===== src/rtl/hazard_pkg.sv =====
// Shared definitions for the pipeline hazard unit.
// Assumes a two-operand ALU in the execute stage.
package hazard_pkg;

    // Operand source select; the code values are decoded by the ALU input muxes.
    typedef enum logic [1:0] {
        BYP_RF  = 2'b00,
        BYP_WB  = 2'b01,
        BYP_MEM = 2'b10
    } byp_sel_e;

    // Number of register operands read by one instruction.
    localparam int unsigned NUM_SRC = 2;

endpackage


===== src/rtl/hazard_bypass_sel.sv =====
// Chooses the source of one ALU operand in the execute stage.
// Assumes a write to register 0 is discarded by the register file, so such
// a write is never a valid bypass source. The execute/memory result is newer
// than the memory/write-back result and therefore takes precedence.
module hazard_bypass_sel
    import hazard_pkg::*;
#(
    parameter int unsigned REG_AW = 5
) (
    input  logic [REG_AW-1:0] src,
    input  logic [REG_AW-1:0] mem_rd,
    input  logic              mem_wen,
    input  logic [REG_AW-1:0] wb_rd,
    input  logic              wb_wen,
    output byp_sel_e          sel
);

    localparam logic [REG_AW-1:0] ZERO_REG = '0;

    logic mem_hit;
    logic wb_hit;

    // Match each later stage's pending write against this operand.
    always_comb begin
        mem_hit = mem_wen && (mem_rd != ZERO_REG) && (mem_rd == src);
        wb_hit  = wb_wen  && (wb_rd  != ZERO_REG) && (wb_rd  == src);
    end

    // Pick the newest matching value, else the register file.
    always_comb begin
        if (mem_hit) begin
            sel = BYP_MEM;
        end else if (wb_hit) begin
            sel = BYP_WB;
        end else begin
            sel = BYP_RF;
        end
    end

endmodule


===== src/rtl/hazard_load_interlock.sv =====
// Detects a load in execute whose result is needed by the instruction in decode.
// Assumes load data is available one stage after execute, so exactly one
// bubble makes the memory/write-back bypass sufficient.
module hazard_load_interlock
    import hazard_pkg::*;
#(
    parameter int unsigned REG_AW = 5
) (
    input  logic [NUM_SRC-1:0][REG_AW-1:0] id_src,
    input  logic [REG_AW-1:0]              ex_rd,
    input  logic                           ex_wen,
    input  logic                           ex_is_load,
    output logic                           hold
);

    localparam logic [REG_AW-1:0] ZERO_REG = '0;

    logic               load_pending;
    logic [NUM_SRC-1:0] src_match;

    // Qualify the execute-stage instruction as a real load producer.
    always_comb begin
        load_pending = ex_is_load && ex_wen && (ex_rd != ZERO_REG);
    end

    // Compare each decode-stage source with the load destination.
    for (genvar i = 0; i < NUM_SRC; i++) begin : g_src
        always_comb begin
            src_match[i] = (id_src[i] == ex_rd);
        end
    end

    // Request a one-cycle pause when any source depends on the load.
    always_comb begin
        hold = load_pending && (|src_match);
    end

endmodule


===== src/rtl/hazard_unit.sv =====
// Hazard control for a five-stage in-order pipeline: operand bypass selects
// for the ALU and the load-use interlock.
// Assumes writes happen only in write-back, reads only in decode, and the
// register file writes in the first half-cycle and reads in the second.
module hazard_unit
    import hazard_pkg::*;
#(
    parameter int unsigned REG_AW = 5
) (
    input  logic [REG_AW-1:0] id_rs1,
    input  logic [REG_AW-1:0] id_rs2,
    input  logic [REG_AW-1:0] ex_rs1,
    input  logic [REG_AW-1:0] ex_rs2,
    input  logic [REG_AW-1:0] ex_rd,
    input  logic              ex_wen,
    input  logic              ex_is_load,
    input  logic [REG_AW-1:0] mem_rd,
    input  logic              mem_wen,
    input  logic [REG_AW-1:0] wb_rd,
    input  logic              wb_wen,
    output logic [1:0]        fwd_a,
    output logic [1:0]        fwd_b,
    output logic              stall,
    output logic              bubble
);

    logic [NUM_SRC-1:0][REG_AW-1:0] id_src;
    logic [NUM_SRC-1:0][REG_AW-1:0] ex_src;
    byp_sel_e                       sel [NUM_SRC];
    logic                           hold;

    // Gather operand register numbers into indexed form.
    always_comb begin
        id_src[0] = id_rs1;
        id_src[1] = id_rs2;
        ex_src[0] = ex_rs1;
        ex_src[1] = ex_rs2;
    end

    // One bypass selector per ALU operand.
    for (genvar i = 0; i < NUM_SRC; i++) begin : g_byp
        hazard_bypass_sel #(
            .REG_AW (REG_AW)
        ) u_sel (
            .src     (ex_src[i]),
            .mem_rd  (mem_rd),
            .mem_wen (mem_wen),
            .wb_rd   (wb_rd),
            .wb_wen  (wb_wen),
            .sel     (sel[i])
        );
    end

    hazard_load_interlock #(
        .REG_AW (REG_AW)
    ) u_ilk (
        .id_src     (id_src),
        .ex_rd      (ex_rd),
        .ex_wen     (ex_wen),
        .ex_is_load (ex_is_load),
        .hold       (hold)
    );

    // Drive operand selects and the pause controls.
    always_comb begin
        fwd_a  = sel[0];
        fwd_b  = sel[1];
        stall  = hold;
        bubble = hold;
    end

endmodule


===== config.mk =====
export PLATFORM = sky130hd
export DESIGN_NAME = hazard_unit
export DESIGN_NICKNAME = d
export VERILOG_FILES = /design/src/rtl/hazard_pkg.sv /design/src/rtl/hazard_bypass_sel.sv /design/src/rtl/hazard_load_interlock.sv /design/src/rtl/hazard_unit.sv
export SDC_FILE = /design/constraint.sdc
export NUM_CORES = 1
export LEC_CHECK = 0
export BUFFER_PORTS_ARGS = -buffer_cell sky130_fd_sc_hd__buf_2
export CAP_MARGIN = 20
export CORE_AREA = 2 2 39 41
export DETAILED_ROUTE_END_ITERATION = 16
export DIE_AREA = 0 0 41 43
export PLACE_DENSITY_LB_ADDON = 0.05
export RECOVER_POWER = 100
export SYNTH_ARGS = -nofsm -noshare
export SYNTH_HDL_FRONTEND = slang
export SYNTH_SLANG_ARGS = --single-unit

===== constraint.sdc =====
create_clock -name vclk -period 1.83
set_clock_uncertainty 0.15 [all_clocks]
set_input_delay 0.2745 -clock vclk [all_inputs]
set_output_delay 0.2745 -clock vclk [all_outputs]
set_load 0.02 [all_outputs]

# Yosys cells after proc, flatten, opt, wreduce, memory -nomap -nowiden
# Cells that the tools add are included.
# word_totals
regBits	0
latch_bits	0
ram_bits	0
rom_bits	0
inputBits	39
memories	0
# classes
addsub	0
mul	0
n_div	0
magnitude_cmp	0
n_eq_ne	6
shift	0
n_mux	4
bitwise_logic	0
n_reduce_logical	13
# ops
cell	n
5-bit == test	6
5-bit nonzero test	3
1-bit logical AND	9
2-bit 2-to-1 mux	2
1-bit 2-to-1 mux	2
2-bit OR reduction	1

# Depth between registers and ports, before layout
# Gate-level depths: netlist of the first run.
# logic_depth
word_depth	5
ltp_mapped	5

# Hierarchy
# A second synthesis of the first run with hierarchy kept.
# hier_totals
hier_cells	60
hier_area_um2	457.9
# by_module_without_submodules
module	instances	cells_each	area_each_um2	seq_area_each_um2
hazard_bypass_sel	2	21	158.9	0.0
hazard_load_interlock	1	17	132.6	0.0
hazard_unit	1	1	7.5	0.0

# Worst setup path after synthesis of the first run
# Ideal clock, no wire load.
# synth_path
path_type	input to output
startpoint	input mem_rd[0]
endpoint	output fwd_a[0]
arrival_ns	1.536
required_ns	1.405
path_slack_ns	-0.131
stages	4
n_path_buf	0
path_cell_list	or4_1 > o21ai_2 > nor4_1 > nor4_2
# synth_between
elab_chain_cells	4
elab_cells_between_ends	5
# synth_rtl
item	line	rtl
from (decl)	hazard_unit.sv:17	input logic [REG_AW-1:0] mem_rd,
5-bit nonzero test	hazard_bypass_sel.sv:25	mem_hit = mem_wen && (mem_rd != ZERO_REG) && (mem_rd == src);
1-bit logical AND	hazard_bypass_sel.sv:25	
1-bit logical AND *	hazard_bypass_sel.sv:25	
net g_byp[0].u_sel.mem_hit	hazard_bypass_sel.sv:20	logic mem_hit;
2-bit 2-to-1 mux *	hazard_bypass_sel.sv:31	if (mem_hit) begin
to (decl)	hazard_unit.sv:21	output logic [1:0] fwd_a,
# The timed path passes the listed nets; every way through them passes the cells marked *.

# Worst setup path in the final report of the first run
# layout_path
startpoint	input mem_rd[0]
endpoint	output fwd_a[0]
# layout_between
elab_chain_cells	4
elab_cells_between_ends	5
# layout_rtl
item	line
5-bit nonzero test	hazard_bypass_sel.sv:25
1-bit logical AND	hazard_bypass_sel.sv:25
1-bit logical AND *	hazard_bypass_sel.sv:25
2-bit 2-to-1 mux *	hazard_bypass_sel.sv:31
# Every way passes the cells marked *; elsewhere a longest branch is shown, timed or not.

==> impl_metrics.csv, run 1 <==
group,metric,value,unit
status,status,"finished, violations left",
status,violations,"setup timing",
final_layout,register_area,0,um2
floorplan,fp-row-count,14,
final_layout,fillCellCount,134,
final_layout,drive_gt1_frac,0.631,
detailed_routing,dr_total_vias,568,
placement,dp_cells,118,
timing,setup_viol_count_final,2,
placement,place.gp.congestion,0.822,
floorplan,core,0.00138,mm2
global_routing,track_usage,0.173,
power_and_ir_drop,ir_drop,0.100,mV
detailed_routing,drt_iter0_markers,1,
global_routing,first_global_vias,573,
final_layout,seq_cell_count,0,
timing,final.period_utilization,1.07,
detailed_routing,firstDrtPassIters,2,
global_routing,grt_max_degree,4,
floorplan,die_w,41,um
synthesis,synthTopCellsByArea,"xor2_1, xnor2_1, or4_1",
synthesis,syn_inst,52,
final_layout,layoutNonFillerInstCount,119,
floorplan,initial_core_util,0.301,
run,maxCapViolCount,0,
final_layout,n_antenna_cell,0,
detailed_routing,wire_per_inst,12.6,um
synthesis,yosys.area.top_type_share,0.420,
timing,rsz0062_at_grt,"true",
power_and_ir_drop,leakagePower,0.385,nW
timing,worstMarginPinSlew,0.417,ns
placement,port_buffers,45,
worst_setup_path,crit_fanout,3,
worst_setup_path,worst_setup_path_end_kind,"primary output",
detailed_routing,drc,0,
timing,timing.final.ws_setup,-0.127,ns
timing,maxSlewViolCount,0,
synthesis,yosysMostFrequentCell,"xor2_1",
final_layout,area_growth_syn_to_layout,102,%
worst_setup_path,required,1.41,ns
synthesis,ys_seq_area_frac,0,
timing,hold_viol,0,
floorplan,dieArea,0.00176,mm2
timing,period_minus_slack,1.96,ns
final_layout,layout.nets,144,
timing,max_freq,511,MHz
synthesis,syn_avg_cell_area,8.01,um2
clocking,cts_hold_buffers,0,
worst_setup_path,cp.arrival,1.53,ns
hold_path,hp-class,"in2out",
power_and_ir_drop,power_density,219,mW/mm2
detailed_routing,finalWirelength,1.50,mm
worst_setup_path,path_class,"in2out",
synthesis,synth_top_area_cell,"xor2_1",
timing,relSlewSlack,0.720,
global_routing,antenna_found_initial,0,
synthesis,yosysUniqueCellTypes,12,
detailed_routing,drtAntennaViolNets,0,
synthesis,yosysWarningCount,0,
timing,holdWs,0.777,ns
detailed_routing,avgViaCountPerCell,4.77,
global_routing,grt_overflow,0,
global_routing,grt_pass1_wl,2.21,mm
floorplan,io_pins,45,
floorplan,die_y,43,um
worst_setup_path,crit_path_start_kind,"input pin",
synthesis,synth_fp_nets,91,
synthesis,netlist_top_cells_count,"xor2_1, xnor2_1, or4_1",
final_layout,clock_buffer_count,0,
synthesis,synth_area,417,um2
==> kinds of logic after synthesis <==
family,share of synthesized area
buf+inv,0.0541
xor+xnor,0.631
compound gates,0.0631
simple gates,0.252
==> worst max-delay path, stage by stage <==
cell and delay [ns]:
buf_8 0.10, or4_4 0.54, o21ai_4 0.22, nor4_2 0.10
nor4_4 0.13, buf_4 0.18
==> path summary, 6_finish.rpt <==
check | from | cells past startpoint | slack [ns] | to
worst max-delay path | mem_rd[0] | 6 | -0.13 | fwd_a[0]
worst min-delay path | ex_is_load | 4 | 0.78 | stall
==> routing by layer <==
metal / GRT usage / routed length (um) / part of all wire
met5: 0 / 0 / 0
met4: 0.0400 / 22 / 0.015
met3: 0.0105 / 102 / 0.068
met2: 0.325 / 859 / 0.57
met1: 0.193 / 511 / 0.34
==> layout make-up <==
class                      instances  area, um2  share of cell area
timing repair buffer              54        357               0.425
tap                               16       20.0              0.0238
multi-input combinational         49        463               0.551
==> stage by stage <==
| step | total power [mW] | setup TNS [ns] | setup WS, ns | utilization | area [um2] |
|---|---|---|---|---|---|
| 5_1_grt | 0.200 | -0.398 | -0.185 | 0.607 | 840 |
| 2_1_floorplan | 0.0696 | 0 | 0.00965 | - | 434 |
| 3_5_place_dp | 0.153 | -0.587 | -0.206 | 0.518 | 717 |
| 6_report | 0.184 | -0.231 | -0.127 | 0.607 | 840 |
| 4_1_cts | 0.168 | -0.228 | -0.125 | 0.561 | 777 |
| 3_3_place_gp | 0.154 | -0.558 | -0.193 | 0.518 | 717 |
==> cell usage in the layout (no fill, tap or decap), types with 2 or more instances in the layout <==
cell type,count
buf_2,33
buf_4,13
buf_6,7
nand3_1,4
nor3_1,2
nor4_4,3
or4_4,5
xnor2_1,10
xor2_1,20
==> report_power, final <==
part           switching [mW]  internal (mW)
logic                  0.0821          0.102
clock network               0              0
registers                   0              0
==> timing repair <==
action,in CTS,in global routing
endpoints found under the setup margin,4,6
gates resized for setup,12,15
buffers inserted,0,1
pin swaps,2,3
Note: power is estimated with default switching activity, not from simulation.
==> inputs of run 2 (changes only) <==
CAP_MARGIN = 10   (was 20)
CELL_PAD_IN_SITES_DETAIL_PLACEMENT = 1   (was unset)
CELL_PAD_IN_SITES_GLOBAL_PLACEMENT = 1   (was unset)
CORE_AREA = unset   (was 2 2 39 41)
CORE_MARGIN = 2   (was unset)
CORE_UTILIZATION = 23   (was unset)
DIE_AREA = unset   (was 0 0 41 43)
==> run 2 against run 1 <==
  * The flow still finishes with violations (setup timing)
  * First-iteration DRC count is 100% lower
  * Non-clock buffer count is 2 higher
  * Total power is 0.89% higher
  * Global-route usage is 1.6 points lower
  * Fmax is 3.9% lower
  * Die area is 23% higher
  * Clock-buffer cell count stayed put
  * Largest cell class unchanged
  * Highest routed layer is now met3
==> impl_metrics.csv, run 2 (synthesized netlist as in run 1, its figures left out) <==
group,metric,value,unit
status,status,"finished, violations left",
status,violations,"setup timing",
detailed_routing,dr_total_vias,572,
timing,final.period_utilization,1.11,
floorplan,dieArea,0.00217,mm2
worst_setup_path,required,1.41,ns
final_layout,seq_cell_count,0,
placement,port_buffers,45,
final_layout,clock_buffer_count,0,
timing,hold_viol,0,
timing,period_minus_slack,2.04,ns
global_routing,grt_max_degree,4,
placement,dp_hpwl,1.42,mm
floorplan,die_w,46.6,um
worst_setup_path,path_class,"in2out",
floorplan,die_y,46.6,um
timing,timing.final.ws_setup,-0.206,ns
hold_path,hp-class,"in2out",
timing,rsz0062_at_grt,"true",
global_routing,antenna_found_initial,0,
global_routing,grt_overflow,0,
floorplan,io_pins,45,
final_layout,final_cell_mix,"buf_2, xor2_1, buf_4",
timing,worstMarginPinSlew,0.418,ns
floorplan,fp-row-count,15,
timing,max_freq,491,MHz
detailed_routing,drc,0,
detailed_routing,drtAntennaViolNets,0,
final_layout,register_area,0,um2
timing,maxSlewViolCount,0,
final_layout,drive_gt1_frac,0.610,
floorplan,initial_core_util,0.244,
clocking,cts_hold_buffers,0,
detailed_routing,avgViaCountPerCell,4.40,
timing,setup_viol_count_final,4,
power_and_ir_drop,finalPower,0.185,mW
final_layout,final_common_cell,"buf_2",
placement,place.gp.congestion,0.747,
detailed_routing,wire_per_inst,12.5,um
final_layout,fillCellCount,233,
global_routing,grt_pass1_wl,2.50,mm
floorplan,core,0.00171,mm2
worst_setup_path,worst_setup_path_end_kind,"primary output",
power_and_ir_drop,power_density,216,mW/mm2
run,maxCapViolCount,0,
placement,pre_cts_ws,-0.263,ns
worst_setup_path,crit_path_start_kind,"input pin",
final_layout,area_growth_syn_to_layout,106,%
worst_setup_path,crit_fanout,2,
timing,relSlewSlack,0.719,
detailed_routing,finalWirelength,1.63,mm
final_layout,n_antenna_cell,0,
global_routing,track_usage,0.157,
final_layout,layout.nets,146,
power_and_ir_drop,ir_drop,0.0761,mV
detailed_routing,drt_iter0_markers,0,
timing,holdWs,0.768,ns
global_routing,first_global_vias,599,
power_and_ir_drop,leakagePower,0.389,nW
worst_setup_path,cp.arrival,1.61,ns
detailed_routing,firstDrtPassIters,1,
[run 2: worst paths after layout]
check                  start       end  slack [ns]  cells after the start
hold / removal    ex_is_load    bubble        0.77                      4
setup / recovery   mem_rd[1]  fwd_b[0]       -0.21                      6
[run 2: cell type report]
class | instances | area [um2] | area share
Timing Repair Buffer | 56 | 374 | 0.436
Tap cell | 25 | 31.3 | 0.0365
Multi-Input combinational cell | 49 | 452 | 0.527
[run 2: layer usage]
metal	GRT usage	wire, um
met5	0	0
met4	0	0
met3	0	115
met2	0.322	905
met1	0.189	605
[run 2: worst max-delay path: stages]
cell     delay [ns]
buf_6          0.09
or4_4          0.53
o21ai_4        0.19
nor4_4         0.06
nor4_4         0.27
buf_4          0.18
[run 2: power breakdown]
part	total (mW)	switching [mW]	internal, mW
combinational	0.185	0.0831	0.102
sequential	0	0	0
clock	0	0	0
[run 2: through the flow]
step,instances,util,cell area (um2),TNS [ns]
6_report,130,0.502,857,-0.458
5_1_grt,130,0.502,857,-0.707
4_1_cts,128,0.460,786,-0.332
3_5_place_dp,127,0.426,728,-0.738
3_3_place_gp,127,0.426,728,-0.572
2_1_floorplan,52,-,434,0
[run 2: timing repair]
item | CTS | global route
buffers inserted | 1 | 2
setup endpoints to repair | 4 | 5
resized for setup | 11 | 14
pin swaps | 3 | 6
==> inputs of run 3 (changes only) <==
CORE_UTILIZATION = 24   (was 23)
SETUP_SLACK_MARGIN = 0.3   (was unset)
SYNTH_HIERARCHICAL = 1   (was unset)
==> run 3 against run 2 <==
  * The run now ends clean
  * Flip-flop and latch count unchanged
  * Core utilization increased by 3.1 points
  * Non-clock buffer count decreased by 10
  * Total power increased by 14%
  * Global-route usage increased by 0.19 points
  * Highest routed layer unchanged
  * Via count increased by 6.6%
  * Combinational power increased by 14%
  * Hold slack got worse by 0.034 ns
  * Final area increased by 9.6%
==> impl_metrics.csv, run 3 <==
group,metric,value,unit
final_layout,n_antenna_cell,0,
synthesis,synth_fp_nets,99,
worst_setup_path,path_buf_inv,2,
synthesis,synthTopCellsByArea,"xnor2_1, xor2_1, o41ai_2",
power_and_ir_drop,power.internal,0.116,mW
timing,worstMarginPinSlew,0.354,ns
synthesis,yosysMostFrequentCell,"xnor2_1",
power_and_ir_drop,ir_drop,0.0930,mV
worst_setup_path,cp.arrival,1.30,ns
power_and_ir_drop,power_frac_comb,1.000,
final_layout,register_area,0,um2
timing,max_freq,581,MHz
power_and_ir_drop,finalPower,0.211,mW
worst_setup_path,crit_fanout,2,
power_and_ir_drop,switching_share,0.449,
synthesis,netlist_top_cells_count,"xnor2_1, xor2_1, nand3_1, nor3_1, nand2_1",
timing,final.period_utilization,0.941,
global_routing,first_global_vias,640,
timing,final.setup.tns,0,ns
floorplan,initial_core_util,0.260,
worst_setup_path,path_class,"in2out",
synthesis,synth_top_area_cell,"xnor2_1",
power_and_ir_drop,power_switching,0.0946,mW
power_and_ir_drop,p_seq_frac,0,
synthesis,yosys.area.top_type_share,0.268,
floorplan,die_y,47.7,um
global_routing,antenna_found_initial,0,
worst_setup_path,slowest_stage,"or4_4",
timing,rsz0062_at_grt,"true",
clocking,cts_hold_buffers,0,
final_layout,final_cell_mix,"buf_2, buf_6, xor2_1",
detailed_routing,drt_iter0_markers,0,
status,status,"finished, final reports clean",
hold_path,hp-class,"in2out",
detailed_routing,drc,0,
floorplan,io_pins,45,
detailed_routing,drtAntennaViolNets,0,
power_and_ir_drop,power_density,224,mW/mm2
final_layout,layout.nets,144,
timing,setup_viol_count_final,0,
worst_setup_path,path_cells,"buf_8 -> or4_4 -> o211ai_2 -> a21oi_4 -> clkbuf_2",
timing,period_minus_slack,1.72,ns
final_layout,clock_buffer_count,0,
synthesis,synth_area,458,um2
detailed_routing,avgViaCountPerCell,4.77,
worst_setup_path,worst_setup_path_end_kind,"primary output",
final_layout,area_growth_syn_to_layout,105,%
final_layout,drive_gt1_frac,0.631,
floorplan,core,0.00176,mm2
worst_setup_path,cp_top_family,"simple AND/OR/NAND/NOR gates",
detailed_routing,finalWirelength,1.88,mm
final_layout,final_common_cell,"buf_2",
floorplan,fp-row-count,15,
final_layout,utilization,0.533,
global_routing,grt_max_degree,5,
detailed_routing,dr_total_vias,610,
global_routing,grt_pass1_wl,2.64,mm
global_routing,grt_overflow,0,
worst_setup_path,required,1.41,ns
run,maxCapViolCount,0,
synthesis,yosysWarningCount,6,
floorplan,die_w,47.7,um
synthesis,yosysUniqueCellTypes,14,
timing,maxSlewViolCount,0,
global_routing,track_usage,0.159,
worst_setup_path,crit_path_start_kind,"input pin",
synthesis,ys_seq_area_frac,0,
floorplan,dieArea,0.00227,mm2
timing,relSlewSlack,0.763,
detailed_routing,wire_per_inst,14.7,um
placement,port_buffers,45,
power_and_ir_drop,p_clk_frac,0,
detailed_routing,firstDrtPassIters,1,
placement,dp_hpwl,1.43,mm
final_layout,seq_cell_count,0,
timing,hold_viol,0,
placement,place.gp.congestion,0.722,
power_and_ir_drop,leakagePower,0.392,nW
synthesis,syn_avg_cell_area,7.63,um2
synthesis,syn_inst,60,
worst_setup_path,crit_path_max_incr_delay,0.53,ns
==> run 3: cell types whose count changed in the layout (fill, tap and decap cells not counted), sizes merged, moves of 3 or more <==
cell and delta:
or4 -4, xor2 -8, nor3 +6, clkbuf +3, nand2 +4, buf -13, xnor2 +4
==> run 3: cell type report <==
class                      instances  area [um2]
fill                             223         825
timing repair buffer              46         358
tap                               25        31.3
multi-input combinational         57         551
==> run 3: stage by stage <==
| step | setup WS (ns) | area (um2) | hold slack, ns | std cells |
|---|---|---|---|---|
| 2_1_floorplan | 0.194 | 477 | 0.515 | 60 |
| 3_3_place_gp | 0.0643 | 707 | 0.760 | 127 |
| 6_report | 0.108 | 940 | 0.734 | 128 |
| 5_1_grt | 0.0829 | 940 | 0.749 | 128 |
| 3_5_place_dp | 0.0542 | 707 | 0.760 | 127 |
| 4_1_cts | 0.132 | 873 | 0.742 | 128 |
==> run 3: power by group through the flow <==
stage               registers (mW)  logic [mW]  clock network, mW
floorplan                        0      0.0736                  0
global placement                 0       0.150                  0
detailed placement               0       0.152                  0
global route                     0       0.226                  0
finish                           0       0.211                  0
CTS                              0       0.190                  0
==> run 3: final timing paths <==
check	cells after the start	slack, ns	start	end
worst min-delay path	4	0.73	ex_is_load	stall
worst max-delay path	5	0.11	ex_rd[1]	bubble
==> run 3: repair_timing <==
item                                   in CTS  in global routing
resized for setup                          39                 23
setup endpoints to repair                   6                  6
setup buffers                               1                  0
pin swaps                                  20                 15
endpoints found under the hold margin       0                  0
==> run 3: kinds of logic (layout without fill, tap and decap cells) <==
kind of cell / count (synthesis) / in the layout / share of synthesized area
XOR/XNOR: 26 / 26 / 0.497
AND/OR/NAND/NOR: 23 / 23 / 0.268
AO/OA/AOI/OAI: 8 / 8 / 0.186
buffers and inverters: 3 / 46 / 0.0492
==> run 3: per-layer routing <==
layer | track usage | wire length [um] | part of all wire
met1 | 0.160 | 628 | 0.33
met2 | 0.363 | 1120 | 0.59
met3 | 0.00377 | 132 | 0.070
met4 | 0 | 0 | 0
met5 | 0 | 0 | 0
